$ cat src/rtl/sc_uart_pkg.sv
package sc_uart_pkg;
    localparam int SUBTICKS = 16;
    localparam int SUB_W    = $clog2(SUBTICKS);

    typedef enum logic [2:0] {
        TX_IDLE,
        TX_START,
        TX_DATA,
        TX_PARITY,
        TX_STOP
    } tx_state_e;

    typedef enum logic [2:0] {
        RX_IDLE,
        RX_START,
        RX_DATA,
        RX_PARITY,
        RX_STOP
    } rx_state_e;
endpackage

$ cat src/rtl/sc_uart_brg.sv
module sc_uart_brg #(
    parameter int RELOAD_W    = 8,
    parameter int SLOW_DIV    = 8,
    parameter int SLOWEST_DIV = 32
) (
    input  logic                clk,
    input  logic                rst_n,
    input  logic [1:0]          div_sel,
    input  logic [RELOAD_W-1:0] reload,
    output logic                subtick
);
    localparam int PRE_W = $clog2(SLOWEST_DIV);

    logic [PRE_W-1:0]    pre_q;
    logic [PRE_W-1:0]    pre_limit;
    logic [RELOAD_W-1:0] cnt_q;
    logic                src_tick;

    always_comb begin
        unique case (div_sel)
            2'd0:    pre_limit = '0;
            2'd1:    pre_limit = PRE_W'(SLOW_DIV - 1);
            default: pre_limit = PRE_W'(SLOWEST_DIV - 1);
        endcase
    end

    assign src_tick = (pre_q >= pre_limit);
    assign subtick  = src_tick && (cnt_q >= reload);

    always_ff @(posedge clk or negedge rst_n) begin
        if (!rst_n) begin
            pre_q <= '0;
            cnt_q <= '0;
        end else begin
            pre_q <= src_tick ? '0 : pre_q + 1'b1;
            if (src_tick) begin
                cnt_q <= (cnt_q >= reload) ? '0 : cnt_q + 1'b1;
            end
        end
    end
endmodule

$ cat src/rtl/sc_uart_tx.sv
module sc_uart_tx
    import sc_uart_pkg::*;
#(
    parameter int DATA_W = 8
) (
    input  logic              clk,
    input  logic              rst_n,
    input  logic              subtick,
    input  logic              tx_en,
    input  logic              odd_par,
    input  logic              irq_on_empty,
    input  logic              wr,
    input  logic [DATA_W-1:0] wdata,
    input  logic              irq_clr,
    input  logic              line_i,
    output logic              tx_line,
    output logic              buf_empty,
    output logic              shift_empty,
    output logic              nak_seen,
    output logic              irq
);
    localparam int BIT_W = $clog2(DATA_W);

    tx_state_e         state_q, state_d;
    logic [SUB_W-1:0]  sub_q;
    logic [BIT_W-1:0]  bit_q;
    logic [DATA_W-1:0] shift_q;
    logic [DATA_W-1:0] hold_q;
    logic              hold_full_q;
    logic              par_q;
    logic              bit_end, mid_bit, load, frame_done;

    assign bit_end    = subtick && (sub_q == SUB_W'(SUBTICKS - 1));
    assign mid_bit    = subtick && (sub_q == SUB_W'(SUBTICKS / 2 - 1));
    assign load       = (state_q == TX_IDLE) && hold_full_q && tx_en && subtick;
    assign frame_done = (state_q == TX_STOP) && bit_end;

    // next-state logic
    always_comb begin
        state_d = state_q;
        unique case (state_q)
            TX_IDLE:   if (load) state_d = TX_START;
            TX_START:  if (bit_end) state_d = TX_DATA;
            TX_DATA:   if (bit_end && bit_q == BIT_W'(DATA_W - 1)) state_d = TX_PARITY;
            TX_PARITY: if (bit_end) state_d = TX_STOP;
            TX_STOP:   if (bit_end) state_d = TX_IDLE;
            default:   state_d = TX_IDLE;
        endcase
    end

    // state register with its slot counters
    always_ff @(posedge clk or negedge rst_n) begin
        if (!rst_n) begin
            state_q <= TX_IDLE;
            sub_q   <= '0;
            bit_q   <= '0;
        end else begin
            state_q <= state_d;
            if (state_q == TX_IDLE) begin
                sub_q <= '0;
                bit_q <= '0;
            end else if (subtick) begin
                sub_q <= sub_q + 1'b1;
                if (state_q == TX_DATA && bit_end) bit_q <= bit_q + 1'b1;
            end
        end
    end

    // datapath and flags
    always_ff @(posedge clk or negedge rst_n) begin
        if (!rst_n) begin
            hold_q      <= '0;
            hold_full_q <= 1'b0;
            shift_q     <= '0;
            par_q       <= 1'b0;
            nak_seen    <= 1'b0;
            irq         <= 1'b0;
        end else begin
            if (wr) begin
                hold_q      <= wdata;
                hold_full_q <= 1'b1;
            end else if (load) begin
                hold_full_q <= 1'b0;
            end
            if (load) begin
                shift_q  <= hold_q;
                par_q    <= (^hold_q) ^ odd_par;
                nak_seen <= 1'b0;
            end else if (state_q == TX_DATA && bit_end) begin
                shift_q <= shift_q >> 1;
            end
            if (state_q == TX_STOP && mid_bit) nak_seen <= !line_i;
            if (irq_on_empty ? load : frame_done) irq <= 1'b1;
            else if (irq_clr)                     irq <= 1'b0;
        end
    end

    // line level per state
    always_comb begin
        unique case (state_q)
            TX_START:  tx_line = 1'b0;
            TX_DATA:   tx_line = shift_q[0];
            TX_PARITY: tx_line = par_q;
            default:   tx_line = 1'b1;
        endcase
    end

    assign buf_empty   = !hold_full_q;
    assign shift_empty = (state_q == TX_IDLE);
endmodule

$ cat src/rtl/sc_uart_rx.sv
module sc_uart_rx
    import sc_uart_pkg::*;
#(
    parameter int DATA_W = 8
) (
    input  logic              clk,
    input  logic              rst_n,
    input  logic              subtick,
    input  logic              rx_en,
    input  logic              odd_par,
    input  logic              line_i,
    input  logic              rd,
    input  logic              irq_clr,
    output logic              nak_drive,
    output logic [DATA_W-1:0] rdata,
    output logic              done,
    output logic              perr,
    output logic              irq
);
    localparam int BIT_W = $clog2(DATA_W);

    rx_state_e         state_q, state_d;
    logic [SUB_W-1:0]  sub_q;
    logic [BIT_W-1:0]  bit_q;
    logic [DATA_W-1:0] shift_q;
    logic              sync1_q, line_s;
    logic              perr_pend_q;
    logic              bit_end, mid_bit, complete;

    assign bit_end  = subtick && (sub_q == SUB_W'(SUBTICKS - 1));
    assign mid_bit  = subtick && (sub_q == SUB_W'(SUBTICKS / 2 - 1));
    assign complete = (state_q == RX_STOP) && bit_end;

    // next-state logic
    always_comb begin
        state_d = state_q;
        unique case (state_q)
            RX_IDLE:   if (rx_en && subtick && !line_s) state_d = RX_START;
            RX_START: begin
                if (mid_bit && line_s) state_d = RX_IDLE;
                else if (bit_end)      state_d = RX_DATA;
            end
            RX_DATA:   if (bit_end && bit_q == BIT_W'(DATA_W - 1)) state_d = RX_PARITY;
            RX_PARITY: if (bit_end) state_d = RX_STOP;
            RX_STOP:   if (bit_end) state_d = RX_IDLE;
            default:   state_d = RX_IDLE;
        endcase
    end

    // state register with its slot counters
    always_ff @(posedge clk or negedge rst_n) begin
        if (!rst_n) begin
            state_q <= RX_IDLE;
            sub_q   <= '0;
            bit_q   <= '0;
        end else begin
            state_q <= state_d;
            if (state_q == RX_IDLE) begin
                sub_q <= '0;
                bit_q <= '0;
            end else if (subtick) begin
                sub_q <= sub_q + 1'b1;
                if (state_q == RX_DATA && bit_end) bit_q <= bit_q + 1'b1;
            end
        end
    end

    // line synchroniser, sampling and flags
    always_ff @(posedge clk or negedge rst_n) begin
        if (!rst_n) begin
            sync1_q     <= 1'b1;
            line_s      <= 1'b1;
            shift_q     <= '0;
            perr_pend_q <= 1'b0;
            rdata       <= '0;
            done        <= 1'b0;
            perr        <= 1'b0;
            irq         <= 1'b0;
        end else begin
            sync1_q <= line_i;
            line_s  <= sync1_q;
            if (state_q == RX_DATA && mid_bit) shift_q <= {line_s, shift_q[DATA_W-1:1]};
            if (state_q == RX_PARITY && mid_bit) perr_pend_q <= (^shift_q) ^ line_s ^ odd_par;
            if (complete) begin
                rdata <= shift_q;
                done  <= 1'b1;
                perr  <= perr_pend_q;
            end else if (rd) begin
                done <= 1'b0;
                perr <= 1'b0;
            end
            if (complete)     irq <= 1'b1;
            else if (irq_clr) irq <= 1'b0;
        end
    end

    assign nak_drive = (state_q == RX_STOP) && perr_pend_q;
endmodule

$ cat src/rtl/sc_uart.sv
module sc_uart #(
    parameter int DATA_W      = 8,
    parameter int RELOAD_W    = 8,
    parameter int SLOW_DIV    = 8,
    parameter int SLOWEST_DIV = 32
) (
    input  logic                clk,
    input  logic                rst_n,
    input  logic [1:0]          div_sel,
    input  logic [RELOAD_W-1:0] baud_reload,
    input  logic                tx_en,
    input  logic                rx_en,
    input  logic                odd_par,
    input  logic                tx_irq_on_empty,
    input  logic                wr_tx,
    input  logic [DATA_W-1:0]   wr_data,
    input  logic                rd_rx,
    input  logic                tx_irq_clr,
    input  logic                rx_irq_clr,
    input  logic                line_i,
    output logic                line_o,
    output logic [DATA_W-1:0]   rx_data,
    output logic                tbuf_empty,
    output logic                tx_shift_empty,
    output logic                tx_nak_seen,
    output logic                rx_done,
    output logic                rx_perr,
    output logic                irq_tx,
    output logic                irq_rx
);
    logic subtick;
    logic tx_line;
    logic rx_nak;

    sc_uart_brg #(
        .RELOAD_W   (RELOAD_W),
        .SLOW_DIV   (SLOW_DIV),
        .SLOWEST_DIV(SLOWEST_DIV)
    ) u_brg (
        .clk    (clk),
        .rst_n  (rst_n),
        .div_sel(div_sel),
        .reload (baud_reload),
        .subtick(subtick)
    );

    sc_uart_tx #(.DATA_W(DATA_W)) u_tx (
        .clk         (clk),
        .rst_n       (rst_n),
        .subtick     (subtick),
        .tx_en       (tx_en),
        .odd_par     (odd_par),
        .irq_on_empty(tx_irq_on_empty),
        .wr          (wr_tx),
        .wdata       (wr_data),
        .irq_clr     (tx_irq_clr),
        .line_i      (line_i),
        .tx_line     (tx_line),
        .buf_empty   (tbuf_empty),
        .shift_empty (tx_shift_empty),
        .nak_seen    (tx_nak_seen),
        .irq         (irq_tx)
    );

    sc_uart_rx #(.DATA_W(DATA_W)) u_rx (
        .clk      (clk),
        .rst_n    (rst_n),
        .subtick  (subtick),
        .rx_en    (rx_en),
        .odd_par  (odd_par),
        .line_i   (line_i),
        .rd       (rd_rx),
        .irq_clr  (rx_irq_clr),
        .nak_drive(rx_nak),
        .rdata    (rx_data),
        .done     (rx_done),
        .perr     (rx_perr),
        .irq      (irq_rx)
    );

    // open-drain: either side may pull the shared line low
    assign line_o = tx_line && !rx_nak;
endmodule

$ cat config.mk
export PLATFORM = sky130hd
export DESIGN_NAME = sc_uart
export DESIGN_NICKNAME = d
export VERILOG_FILES = /design/src/rtl/sc_uart_pkg.sv /design/src/rtl/sc_uart_brg.sv /design/src/rtl/sc_uart_tx.sv /design/src/rtl/sc_uart_rx.sv /design/src/rtl/sc_uart.sv
export SDC_FILE = /design/constraint.sdc
export NUM_CORES = 1
export LEC_CHECK = 0
export BUFFER_PORTS_ARGS = -buffer_cell sky130_fd_sc_hd__clkbuf_2
export CORE_ASPECT_RATIO = 1.4
export CORE_MARGIN = 1
export CORE_UTILIZATION = 35
export DETAILED_ROUTE_END_ITERATION = 7
export HOLD_SLACK_MARGIN = 0.02
export SLEW_MARGIN = 20
export SYNTH_ARGS = -nofsm -noshare
export SYNTH_HDL_FRONTEND = slang
export SYNTH_HIERARCHICAL = 1
export SYNTH_SLANG_ARGS = --single-unit
$ cat constraint.sdc
create_clock -name clk -period 3.2 [get_ports clk]
set_clock_uncertainty 0.05 [all_clocks]
set_input_delay 0.32 -clock clk [delete_from_list [all_inputs] [get_ports clk]]
set_output_delay 0.32 -clock clk [all_outputs]
set_load 0.005 [all_outputs]
Word-level counts from Yosys, hierarchy flattened. Index checks and enable logic that the tools add are counted.

Reductions and logical operators: 45. $lt $le $gt $ge: 2. Bitwise logic cells: 3. Muxes and demuxes: 40. Add/subtract/negate cells: 6. Equality and inequality tests: 25.

Operator list (number): $mux W3 (17); $pmux W3 S5 (2); $mux W8 (3); $logic_and A1 B1 Y1 (22); $reduce_bool A2 Y1 (10); $ne A2 B1 Y1 const B (9); $mux W4 (4); $reduce_xor A8 Y1 (2); $eq A3 B2 Y1 const B (4); $eq A3 B3 Y1 const B (4); $mux W1 (11); $pmux W5 S2 (1); $reduce_and A5 Y1 (2); $add A4 B1 Y4 const B (2); $add A8 B1 Y8 const B (1); $eq A4 B3 Y1 const B (2); $eq A4 B4 Y1 const B (2); $ge A8 B8 Y1 (1); $add A3 B1 Y3 const B (2); $eq A3 B1 Y1 const B (2); $logic_not A3 Y1 (2); $add A5 B1 Y5 const B (1); $ge A5 B5 Y1 (1); $mux W5 (1); other kinds (7) (13).

Output and inout port bits: 16. Input bits: 29. Register bits: 75. Word-level logic and storage cells: 143.

Longest topological paths before layout. Gate-level depths: netlist of run 1.

Word-level depth: 9. Depth in mapped cells: 13. Depth with buffers taken out: 11.

Cells and area by module. The synthesis of run 1 kept the hierarchy.

By module, submodules not included: sc_uart_rx (area each 1458.9 um2, sequential area each 803.3 um2, times used 1, cells each 115); sc_uart_tx (area each 1455.1 um2, sequential area each 750.7 um2, times used 1, cells each 139); sc_uart_brg (area each 993.5 um2, sequential area each 325.3 um2, times used 1, cells each 100); sc_uart (area each 13.8 um2, sequential area each 0.0 um2, times used 1, cells each 1).

Least setup slack after synthesis of run 1. Ideal clock, no wire load.

Path type: input port to flip-flop. Start: input div_sel[1]. End: register u_rx.rdata[0]. Setup time: 125 ps. Arrival: 2872 ps. Data required time: 3025 ps. Path buffers: 2. Path slack: 154 ps. Stages on the path: 12. Cell sequence: nor2_2 inv_1 ha_1 nand2b_1 a221o_1 a221oi_4 a21oi_1 clkbuf_1 and4_1 nand2_1 clkbuf_1 mux2_2.

Cells in the longest elaborated chain, start to end: 6. Elaborated cells on any way between the ends: 7. Classes of those cells: order compare: 1; eq/ne: 1; mux: 1; reduce/logical: 4.

RTL lines: from (decl) (line sc_uart.sv:9) `input logic [1:0] div_sel,`; $eq A2 B1 Y1 / $logic_not A2 Y1 (equally long branches) (line sc_uart_brg.sv:20) `unique case (div_sel)`; $pmux W5 S2 * (line sc_uart_brg.sv:20); $ge A5 B5 Y1 * (line sc_uart_brg.sv:27) `assign src_tick = (pre_q >= pre_limit);`; $logic_and A1 B1 Y1 * (line sc_uart_brg.sv:28) `assign subtick = src_tick && (cnt_q >= reload);`; named net subtick (line sc_uart.sv:31) `logic subtick;`; $logic_and A1 B1 Y1 * (line sc_uart_rx.sv:30) `assign bit_end = subtick && (sub_q == SUB_W'(SUBTICKS - 1));`; $logic_and A1 B1 Y1 * (line sc_uart_rx.sv:32) `assign complete = (state_q == RX_STOP) && bit_end;`; to (signal assigned) (line sc_uart_rx.sv:85) `rdata <= shift_q;`; to (decl) (line sc_uart_rx.sv:15) `output logic [DATA_W-1:0] rdata,`.

Mark *: on every way through the listed nets, which the timed path passes. The rest lies on a longest branch. A chain may end at the register's enable or synchronous reset.

Worst setup path after layout of run 1.
Start: register u_brg.pre_q[0]. End: register u_rx.rdata[7].

Cells in the longest elaborated chain, start to end: 4.

RTL lines: from (decl) (line sc_uart_brg.sv:14) `logic [PRE_W-1:0] pre_q;`; from (signal assigned) (line sc_uart_brg.sv:35) `pre_q <= src_tick ? '0 : pre_q + 1'b1;`; $ge A5 B5 Y1 (line sc_uart_brg.sv:27); $logic_and A1 B1 Y1 (line sc_uart_brg.sv:28); named net subtick (line sc_uart.sv:31); $logic_and A1 B1 Y1 (line sc_uart_rx.sv:30); $logic_and A1 B1 Y1 (line sc_uart_rx.sv:32).

The timed path passes the listed nets, and every way through them passes these cells.

==> impl_metrics.py, run 1 <==
metrics = {
    "routing": {
        "routedWlPerCell_um": 12.8,
        "ant_nets": 0,
        "first_pass_iters": 4,
        "drc": 0,
        "drtIter0Drc": 99,
        "viasPerCell": 4.90,
        "totalWireLength_um": 7030,
        "vias": 2692,
    },
    "cells_and_area": {
        "seq_area_sq_mm": 0.00188,
        "stdcell_count": 549,
        "postLayoutCoreUtil_pct": 42.5,
        "final_nets": 453,
        "drive_gt1_share_pct": 25.5,
        "antennaDiodeCount": 0,
        "area_growth_pct": 17.9,
        "final_area_sq_mm": 0.00462,
        "multi_input_area_sq_mm": 0.00188,
        "n_fill_cell": 1041,
    },
    "timing": {
        "timing.slew.headroom_pct": 37.9,
        "period_needed_ns": 2.91,
        "setup_viol": 0,
        "finalSetupTns_ns": 0,
        "finalMaxSlewViolations": 0,
        "rsz0062_at_grt": "false",
        "timing.final.crit_share_pct": 90.8,
        "finalHoldViolations": 0,
        "timing.hold.ws_ns": 0.0411,
        "layout_setup_ws_ns": 0.293,
        "clock.fmax_mhz": 344,
        "worst_pin_slew_ns": 0.931,
    },
    "clock_tree": {
        "clockBufferDepth": 2,
        "postCtsHoldBufs": 0,
        "path_clk_slew_ns": 0.06,
        "cts_made_buffers": 9,
        "clkSinkCount": 75,
        "clk_latency_ns": 0.33,
        "post_cts_buffers": 0,
        "cts_tree": "done",
        "htree_levels": 3,
        "cts_resized": 0,
        "clock-root-buffer": "clkbuf_16",
    },
    "logic_synthesis": {
        "synthCells": 355,
        "synth_edf_count": 0,
        "syn-num-nets": 404,
        "synth_seq_cells": 75,
        "ys_warn_count": 6,
        "ys_seq_area_share_pct": 47.9,
        "ys.flop_type": "dfrtp_1",
        "syn-cell-area_sq_mm": 0.00392,
        "synth_area_per_cell_sq_um": 11.0,
        "synth_cell_types": 56,
        "ys_async_sr_fraction_pct": 100,
    },
    "place": {
        "dp_hpwl_um": 5050,
        "dp_slack_ns": 0.0876,
        "dp.cells": 534,
        "dpl_cell_area_sq_mm": 0.00429,
        "port_buffers": 44,
        "routabilityCongestion": 0.773,
    },
    "global_route": {
        "antenna_found_initial": 0,
        "grt-ovfl-total": 0,
        "grt_pass1_wl_um": 12400,
        "grt_max_degree": 76,
        "grtUsageTotal_pct": 13.4,
        "grt_pass1_vias": 2749,
    },
    "critical_path": {
        "cp-end-kind": "flip-flop",
        "critPathMaxStageDelay_ns": 0.40,
        "cp_num_buf_inv": 2,
        "cp_max_fo": 16,
        "crit_chain": "inv_1 -> ha_1 -> nand2b_1 -> a221o_1 -> a221oi_4 -> a21oi_1 -> buf_12 -> and4_1 -> nand2_1 -> mux2_2",
        "worstPathRequired_ns": 3.36,
        "path_class": "reg2reg",
        "slowest_stage": "dfrtp_1",
        "crit_family": "simple AND/OR/NAND/NOR gates",
        "critPathArrivalTime_ns": 3.07,
        "crit_path_start_kind": "flip-flop",
    },
    "floorplan": {
        "boundaryPins": 45,
        "core_area_sq_mm": 0.0109,
        "die_w_um": 91.5,
        "core.rowCount": 45,
        "design.die.area_sq_mm": 0.0116,
        "die_height_um": 127,
        "initial_core_util_pct": 36.1,
    },
    "power_and_ir_drop": {
        "leakage_nw": 2.21,
        "ir_drop_v": 0.000297,
        "finalPower_mw": 3.12,
        "p_per_area_mw_per_mm2": 675,
    },
    "hold_path": {
        "hp-class": "in2reg",
    },
    "flow_run": {
        "maxCapViolations": 0,
    },
    "status": {
        "status": "completed",
    },
}
## final timing paths
check | start | to | slack, ns | cells past startpoint
min | line_i | u_rx/sync1_q$_DFF_PN1_ | 0.04 | 1
min in group asynchronous | rst_n | u_rx/rdata[3]$_DFFE_PN0P_ | 0.07 | 1
max reg2reg | u_brg/pre_q[0]$_DFF_PN0_ | u_rx/rdata[7]$_DFFE_PN0P_ | 0.29 | 10
max | u_brg/pre_q[0]$_DFF_PN0_ | u_rx/rdata[7]$_DFFE_PN0P_ | 0.29 | 10
max in group asynchronous | rst_n | u_tx/state_q[2]$_DFFE_PN0P_ | 2.41 | 1
min reg2reg | u_rx/sync1_q$_DFF_PN1_ | u_rx/line_s$_DFF_PN1_ | 0.31 | 0
## worst register-to-register path: stages, from the launching register on
cell      delay (ns)
dfrtp_1         0.40
inv_1           0.07
ha_1            0.28
nand2b_1        0.15
a221o_1         0.35
a221oi_4        0.25
a21oi_1         0.11
buf_12          0.17
and4_1          0.24
nand2_1         0.34
mux2_2          0.39
## power by group
| part | leakage, nW | switching [mW] | total [mW] | internal [mW] |
|---|---|---|---|---|
| registers | 0.955 | 0.163 | 1.25 | 1.09 |
| logic | 1.10 | 0.378 | 0.748 | 0.370 |
| clock network | 0.159 | 0.367 | 1.12 | 0.755 |
## metal layers
layer | track usage, % | part of all wire [%] | up-vias
met5 | 0 | 0 | -
met4 | 5.04 | 1.6 | 0
met3 | 3.87 | 2.7 | 8
met2 | 22.2 | 51 | 35
met1 | 16.4 | 45 | 1304
li1 | - | - | 1345
## flip-flops by register name, summed over array words and instances (netlist names), 3 cells and up
signal and count:
u_brg/cnt_q 8, u_brg/pre_q 5, u_rx/bit_q 3, u_rx/rdata 8, u_rx/shift_q 8, u_rx/state_q 3, u_rx/sub_q 4, u_tx/bit_q 3
u_tx/hold_q 8, u_tx/shift_q 8, u_tx/state_q 3, u_tx/sub_q 4
## kinds of logic after synthesis
| kind of cell | count (synthesis) | share of synthesized area [%] |
|---|---|---|
| AOI/OAI and AO/OA | 53 | 11.3 |
| and+or+nand+nor | 122 | 15.9 |
| adders and majority gates | 20 | 6.38 |
| DFF | 75 | 47.9 |
| buffers and inverters | 34 | 4.12 |
| xor gates and xnor gates | 26 | 6.51 |
| muxes | 25 | 7.88 |
## layout by cell type, fill, tap and decap left out, drive strengths merged, types with 5 or more instances in the layout
master,count
clkbuf,53
a31oi,10
nand3,16
mux2,23
nand4,8
xor2,9
nor2,28
o21ai,14
dfrtp,73
ha,20
a21oi,5
buf,5
xnor2,15
inv,24
nand2,41
## synthesized netlist by cell type (3+ instances only)
library cell  count  area (sq um)
a21oi_1           5          25.0
a31oi_1           9          56.3
and3_1            4          25.0
buf_2             3          15.0
buf_6             4          45.0
clkbuf_1          3          11.3
dfrtp_1          73          1830
ha_1             20           250
inv_1            24          90.1
mux2_2           15           169
mux2_4            8           120
nand2_1          41           154
nand2b_1          3          18.8
nand3_1          15          75.1
nand4_1           8          50.1
nor2_1           27           101
nor2b_1           3          18.8
o21ai_0          10          50.1
o21ai_1           4          20.0
o311ai_2          3          48.8
xnor2_1          15           131
xor2_1            9          78.8
## final cells by class
type                       count  share of cell area, %
inverter                      24                   1.95
timing repair buffer          48                   5.74
clock buffer                  10                   4.95
tap                          141                   3.82
sequential                    75                   40.6
clock inverter                 5                   2.22
multi-input combinational    246                   40.7
(Power assumes the default switching activity.)
==> inputs of run 2 (changes only) <==
--- a/config.mk
+++ b/config.mk
@@ -11,6 +11,7 @@
 export CORE_UTILIZATION = 35
 export DETAILED_ROUTE_END_ITERATION = 7
 export HOLD_SLACK_MARGIN = 0.02
+export PLACE_DENSITY_LB_ADDON = 0.05
 export SLEW_MARGIN = 20
 export SYNTH_ARGS = -nofsm -noshare
 export SYNTH_HDL_FRONTEND = slang
==> impl_metrics.py, run 2 (synthesized netlist as in run 1, its figures left out) <==
metrics = {
    "place": {
        "dp_hpwl_um": 5130,
        "port_buffers": 44,
        "dpl_cell_area_sq_mm": 0.00429,
        "routabilityCongestion": 0.744,
    },
    "timing": {
        "timing.slew.headroom_pct": 53.7,
        "worst_pin_slew_ns": 0.695,
        "setup_viol": 0,
        "period_needed_ns": 2.90,
        "finalMaxSlewViolations": 0,
        "finalHoldViolations": 73,
        "finalSetupTns_ns": 0,
        "timing.hold.ws_ns": -0.0331,
        "timing.final.crit_share_pct": 90.7,
        "rsz0062_at_grt": "false",
        "clock.fmax_mhz": 345,
    },
    "cells_and_area": {
        "final_cell_mix": "dfrtp_1, clkbuf_2, nand2_1, nor2_1, inv_1",
        "antennaDiodeCount": 0,
        "area_growth_pct": 17.3,
        "layout_commonest_cell": "dfrtp_1",
        "final_area_sq_mm": 0.00460,
        "final_nets": 454,
        "drive_gt1_share_pct": 25.4,
    },
    "routing": {
        "drtIter0Drc": 110,
        "totalWireLength_um": 7450,
        "viasPerCell": 4.91,
        "vias": 2708,
        "routedWlPerCell_um": 13.5,
        "ant_nets": 0,
        "drc": 0,
        "first_pass_iters": 4,
    },
    "power_and_ir_drop": {
        "ir_drop_v": 0.000295,
        "netSwitchingFraction_pct": 30.0,
        "comb_power_share_pct": 24.3,
        "p_per_area_mw_per_mm2": 657,
        "clockPowerShare_pct": 34.4,
        "finalPower_mw": 3.02,
        "p_int_mw": 2.11,
        "leakage_nw": 2.21,
        "power.switching_uw": 906,
        "pwr-share-seq_pct": 41.3,
    },
    "global_route": {
        "grtUsageTotal_pct": 14.7,
        "grt_max_degree": 76,
        "antenna_found_initial": 0,
        "grt_pass1_vias": 2771,
        "grt-ovfl-total": 0,
        "grt_pass1_wl_um": 13400,
    },
    "critical_path": {
        "cp-end-kind": "flip-flop",
        "cp_max_fo": 16,
        "rrSetupSlack_ns": 0.30,
        "critPathArrivalTime_ns": 3.06,
        "worstPathRequired_ns": 3.36,
        "r2r-start": "u_brg/pre_q[0]$_DFF_PN0_",
        "path_class": "reg2reg",
        "crit_path_start_kind": "flip-flop",
        "r2r_cells": 10,
        "r2r_end": "u_rx/rdata[4]$_DFFE_PN0P_",
    },
    "clock_tree": {
        "clockBufferDepth": 2,
        "htree_levels": 3,
        "clk_latency_ns": 0.33,
        "clkSinkCount": 75,
        "clock-root-buffer": "clkbuf_16",
        "post_cts_buffers": 0,
        "cts_resized": 0,
        "postCtsHoldBufs": 0,
        "cts_tree": "done",
        "cts_made_buffers": 9,
        "path_clk_slew_ns": 0.05,
    },
    "floorplan": {
        "core_area_sq_mm": 0.0109,
        "die_w_um": 91.5,
        "core.rowCount": 45,
        "boundaryPins": 45,
        "design.die.area_sq_mm": 0.0116,
        "die_height_um": 127,
        "initial_core_util_pct": 36.1,
    },
    "status": {
        "status": "complete, but fails checks",
        "violations": "hold timing",
    },
    "flow_run": {
        "maxCapViolations": 0,
    },
    "hold_path": {
        "hp-class": "in2async",
    },
}
run 2: cell count changes in the layout (fill, tap and decap cells not counted), sizes merged:
| cell | delta |
|---|---|
| clkinv | -1 |
| clkinvlp | -1 |
| buf | +1 |
| bufinv | -2 |
| clkbuf | +5 |
run 2: worst max-delay path by stage:
| stage | from | slack (ns) | depth (start not counted) | to |
|---|---|---|---|---|
| global placement | div_sel[1] | 0.16 | 12 | u_rx/rdata[6]$_DFFE_PN0P_ |
| finish | u_brg/pre_q[0]$_DFF_PN0_ | 0.30 | 10 | u_rx/rdata[4]$_DFFE_PN0P_ |
| floorplan | div_sel[1] | 0.15 | 12 | u_rx/rdata[0]$_DFFE_PN0P_ |
| detailed placement | div_sel[1] | 0.08 | 12 | u_rx/rdata[4]$_DFFE_PN0P_ |
| global route | u_brg/pre_q[0]$_DFF_PN0_ | 0.10 | 10 | u_rx/rdata[6]$_DFFE_PN0P_ |
| CTS | u_brg/pre_q[0]$_DFF_PN0_ | 0.28 | 10 | u_rx/rdata[4]$_DFFE_PN0P_ |
run 2: stage by stage:
stage               hold slack (ns)  util, %  setup WS (ns)  cells
global placement              0.299     39.4          0.162    535
finish                      -0.0331     42.3          0.299    551
detailed placement            0.297     39.4         0.0837    535
floorplan                   -0.0256        -          0.154    355
CTS                          0.0464     42.3          0.283    551
global route                 0.0271     42.3          0.100    551
run 2: final cells by class:
| class | instances | area, sq um |
|---|---|---|
| clock buffer | 15 | 278 |
| inverter | 24 | 90.1 |
| timing repair buffer | 49 | 264 |
| fill | 1053 | 6270 |
| clock inverter | 1 | 30.0 |
| tap | 141 | 176 |
| multi-input combinational | 246 | 1880 |
| sequential | 75 | 1880 |
run 2: worst max-delay path: stages (launching register included):
cell,delay [ns]
dfrtp_1,0.38
inv_1,0.06
ha_1,0.27
nand2b_1,0.14
a221o_1,0.35
a221oi_4,0.25
a21oi_1,0.09
buf_4,0.21
and4_1,0.25
nand2_1,0.33
mux2_2,0.38
run 2: per-layer routing:
| layer | part of all wire, % | global-route usage (%) | up-vias |
|---|---|---|---|
| met1 | 48 | 18.6 | 1310 |
| met4 | 1.9 | 5.60 | 0 |
| met5 | 0 | 0 | - |
| met2 | 47 | 23.4 | 35 |
| li1 | - | - | 1351 |
| met3 | 3.3 | 4.70 | 12 |
run 2: power by group through the flow:
stage	logic (mW)	registers, mW	clock network, mW
after floorplan	0.585	1.22	0
after global placement	0.731	1.27	0
after detailed placement	0.743	1.27	0
after CTS	0.747	1.25	1.08
after global routing	0.847	1.27	1.13
final	0.735	1.25	1.04
==> inputs of run 3 (changes only) <==
--- a/config.mk
+++ b/config.mk
@@ -10,8 +10,10 @@
 export CORE_MARGIN = 1
 export CORE_UTILIZATION = 35
 export DETAILED_ROUTE_END_ITERATION = 7
+export GPL_ROUTABILITY_DRIVEN = 0
 export HOLD_SLACK_MARGIN = 0.02
 export PLACE_DENSITY_LB_ADDON = 0.05
+export RECOVER_POWER = 25
 export SLEW_MARGIN = 20
 export SYNTH_ARGS = -nofsm -noshare
 export SYNTH_HDL_FRONTEND = slang
==> impl_metrics.py, run 3 (synthesized netlist as in run 1, its figures left out) <==
metrics = {
    "critical_path": {
        "crit_path_start_kind": "flip-flop",
        "cp_max_fo": 16,
        "path_class": "reg2reg",
        "crit_chain": "inv_1 -> ha_1 -> nand2b_1 -> a221o_1 -> a221oi_4 -> a21oi_1 -> buf_4 -> and4_1 -> nand2_1 -> mux2_2",
        "cp-end-kind": "flip-flop",
        "cp_num_buf_inv": 2,
        "slowest_stage": "dfrtp_1",
        "critPathArrivalTime_ns": 3.06,
        "crit_family": "simple AND/OR/NAND/NOR gates",
        "critPathMaxStageDelay_ns": 0.38,
        "worstPathRequired_ns": 3.36,
    },
    "global_route": {
        "grt_pass1_vias": 2771,
        "grt_pass1_wl_um": 13400,
        "grtUsageTotal_pct": 14.7,
        "antenna_found_initial": 0,
        "grt_max_degree": 76,
        "grt-ovfl-total": 0,
    },
    "routing": {
        "routedWlPerCell_um": 13.5,
        "drtIter0Drc": 109,
        "vias": 2703,
        "drc": 0,
        "totalWireLength_um": 7450,
        "first_pass_iters": 4,
        "viasPerCell": 4.91,
        "ant_nets": 0,
    },
    "power_and_ir_drop": {
        "leakage_nw": 2.20,
        "clockPowerShare_pct": 34.4,
        "comb_power_share_pct": 24.3,
        "ir_drop_v": 0.000295,
        "netSwitchingFraction_pct": 30.0,
        "p_int_mw": 2.11,
        "p_per_area_mw_per_mm2": 657,
        "pwr-share-seq_pct": 41.3,
        "power.switching_uw": 904,
    },
    "timing": {
        "finalMaxSlewViolations": 76,
        "rsz0062_at_grt": "false",
        "finalHoldViolations": 0,
        "clock.fmax_mhz": 345,
        "timing.slew.headroom_pct": -26.9,
        "worst_pin_slew_ns": 1.90,
        "period_needed_ns": 2.90,
        "finalSetupTns_ns": 0,
        "setup_viol": 0,
        "timing.final.crit_share_pct": 90.6,
    },
    "clock_tree": {
        "path_clk_slew_ns": 0.05,
        "cts_tree": "done",
        "postCtsHoldBufs": 0,
        "post_cts_buffers": 0,
        "clock-root-buffer": "clkbuf_16",
        "clockBufferDepth": 2,
        "clkSinkCount": 75,
        "cts_made_buffers": 9,
        "clk_latency_ns": 0.33,
        "cts_resized": 0,
        "htree_levels": 3,
    },
    "cells_and_area": {
        "final_nets": 454,
        "layout_commonest_cell": "dfrtp_1",
        "final_cell_mix": "dfrtp_1, clkbuf_2, nand2_1, nor2_1, inv_1",
        "area_growth_pct": 17.1,
        "postLayoutCoreUtil_pct": 42.2,
        "antennaDiodeCount": 0,
        "drive_gt1_share_pct": 25.1,
    },
    "floorplan": {
        "boundaryPins": 45,
        "die_w_um": 91.5,
        "die_height_um": 127,
        "core.rowCount": 45,
        "core_area_sq_mm": 0.0109,
        "initial_core_util_pct": 36.1,
        "design.die.area_sq_mm": 0.0116,
    },
    "place": {
        "dp_hpwl_um": 5130,
        "port_buffers": 44,
    },
    "hold_path": {
        "hp-class": "in2reg",
    },
    "status": {
        "status": "complete, but fails checks",
        "violations": "capacitance limit, slew limit",
    },
    "flow_run": {
        "maxCapViolations": 1,
    },
}
==> run 3: cell types whose count changed in the layout (fill, tap and decap cells not counted), sizes merged <==
cell / before / now
clkbuf: 58 / 59
buf: 6 / 5
==> run 3: worst paths after layout <==
path                       cells past startpoint  slack [ns]                      from                           to
max                                           10        0.30  u_brg/pre_q[0]$_DFF_PN0_    u_rx/rdata[4]$_DFFE_PN0P_
min                                            1        0.08                    line_i       u_rx/sync1_q$_DFF_PN1_
max reg2reg                                   10        0.30  u_brg/pre_q[0]$_DFF_PN0_    u_rx/rdata[4]$_DFFE_PN0P_
min reg2reg                                    0        0.30    u_rx/sync1_q$_DFF_PN1_        u_rx/line_s$_DFF_PN1_
max in group asynchronous                      1        1.52                     rst_n  u_tx/state_q[1]$_DFFE_PN0P_
min in group asynchronous                      1        0.47                     rst_n    u_rx/bit_q[1]$_DFFE_PN0P_
==> run 3: layout make-up <==
| type | count | area (sq um) |
|---|---|---|
| Fill cell | 1056 | 6280 |
| Multi-Input combinational cell | 246 | 1880 |
| Sequential cell | 75 | 1880 |
| Clock buffer | 15 | 278 |
| Timing Repair Buffer | 49 | 256 |
| Tap cell | 141 | 176 |
| Inverter | 24 | 90.1 |
| Clock inverter | 1 | 30.0 |
==> run 3: power groups by stage <==
| stage | Sequential (mW) | Clock, mW | Combinational, mW |
|---|---|---|---|
| after detailed placement | 1.27 | 0 | 0.743 |
| after CTS | 1.25 | 1.08 | 0.747 |
| final | 1.25 | 1.04 | 0.734 |
| after global placement | 1.27 | 0 | 0.731 |
| after floorplan | 1.22 | 0 | 0.585 |
| after global routing | 1.28 | 1.13 | 0.846 |
==> run 3: stage by stage <==
step                cell area (sq um)  power, mW  cells  setup WS, ns  hold slack [ns]
floorplan                        3920       1.81    355         0.154          -0.0256
global placement                 4290       2.00    535         0.162            0.299
detailed placement               4290       2.01    535        0.0837            0.297
CTS                              4590       3.08    551         0.283           0.0464
global route                     4590       3.25    551         0.100           0.0540
finish                           4590       3.02    551         0.300           0.0752
==> run 3: per-layer routing <==
| layer | GRT usage [%] | up-vias | part of all wire, % |
|---|---|---|---|
| met2 | 23.4 | 33 | 47 |
| met3 | 4.70 | 12 | 3.3 |
| li1 | - | 1350 | - |
| met5 | 0 | - | 0 |
| met4 | 5.60 | 0 | 1.9 |
| met1 | 18.6 | 1308 | 47 |
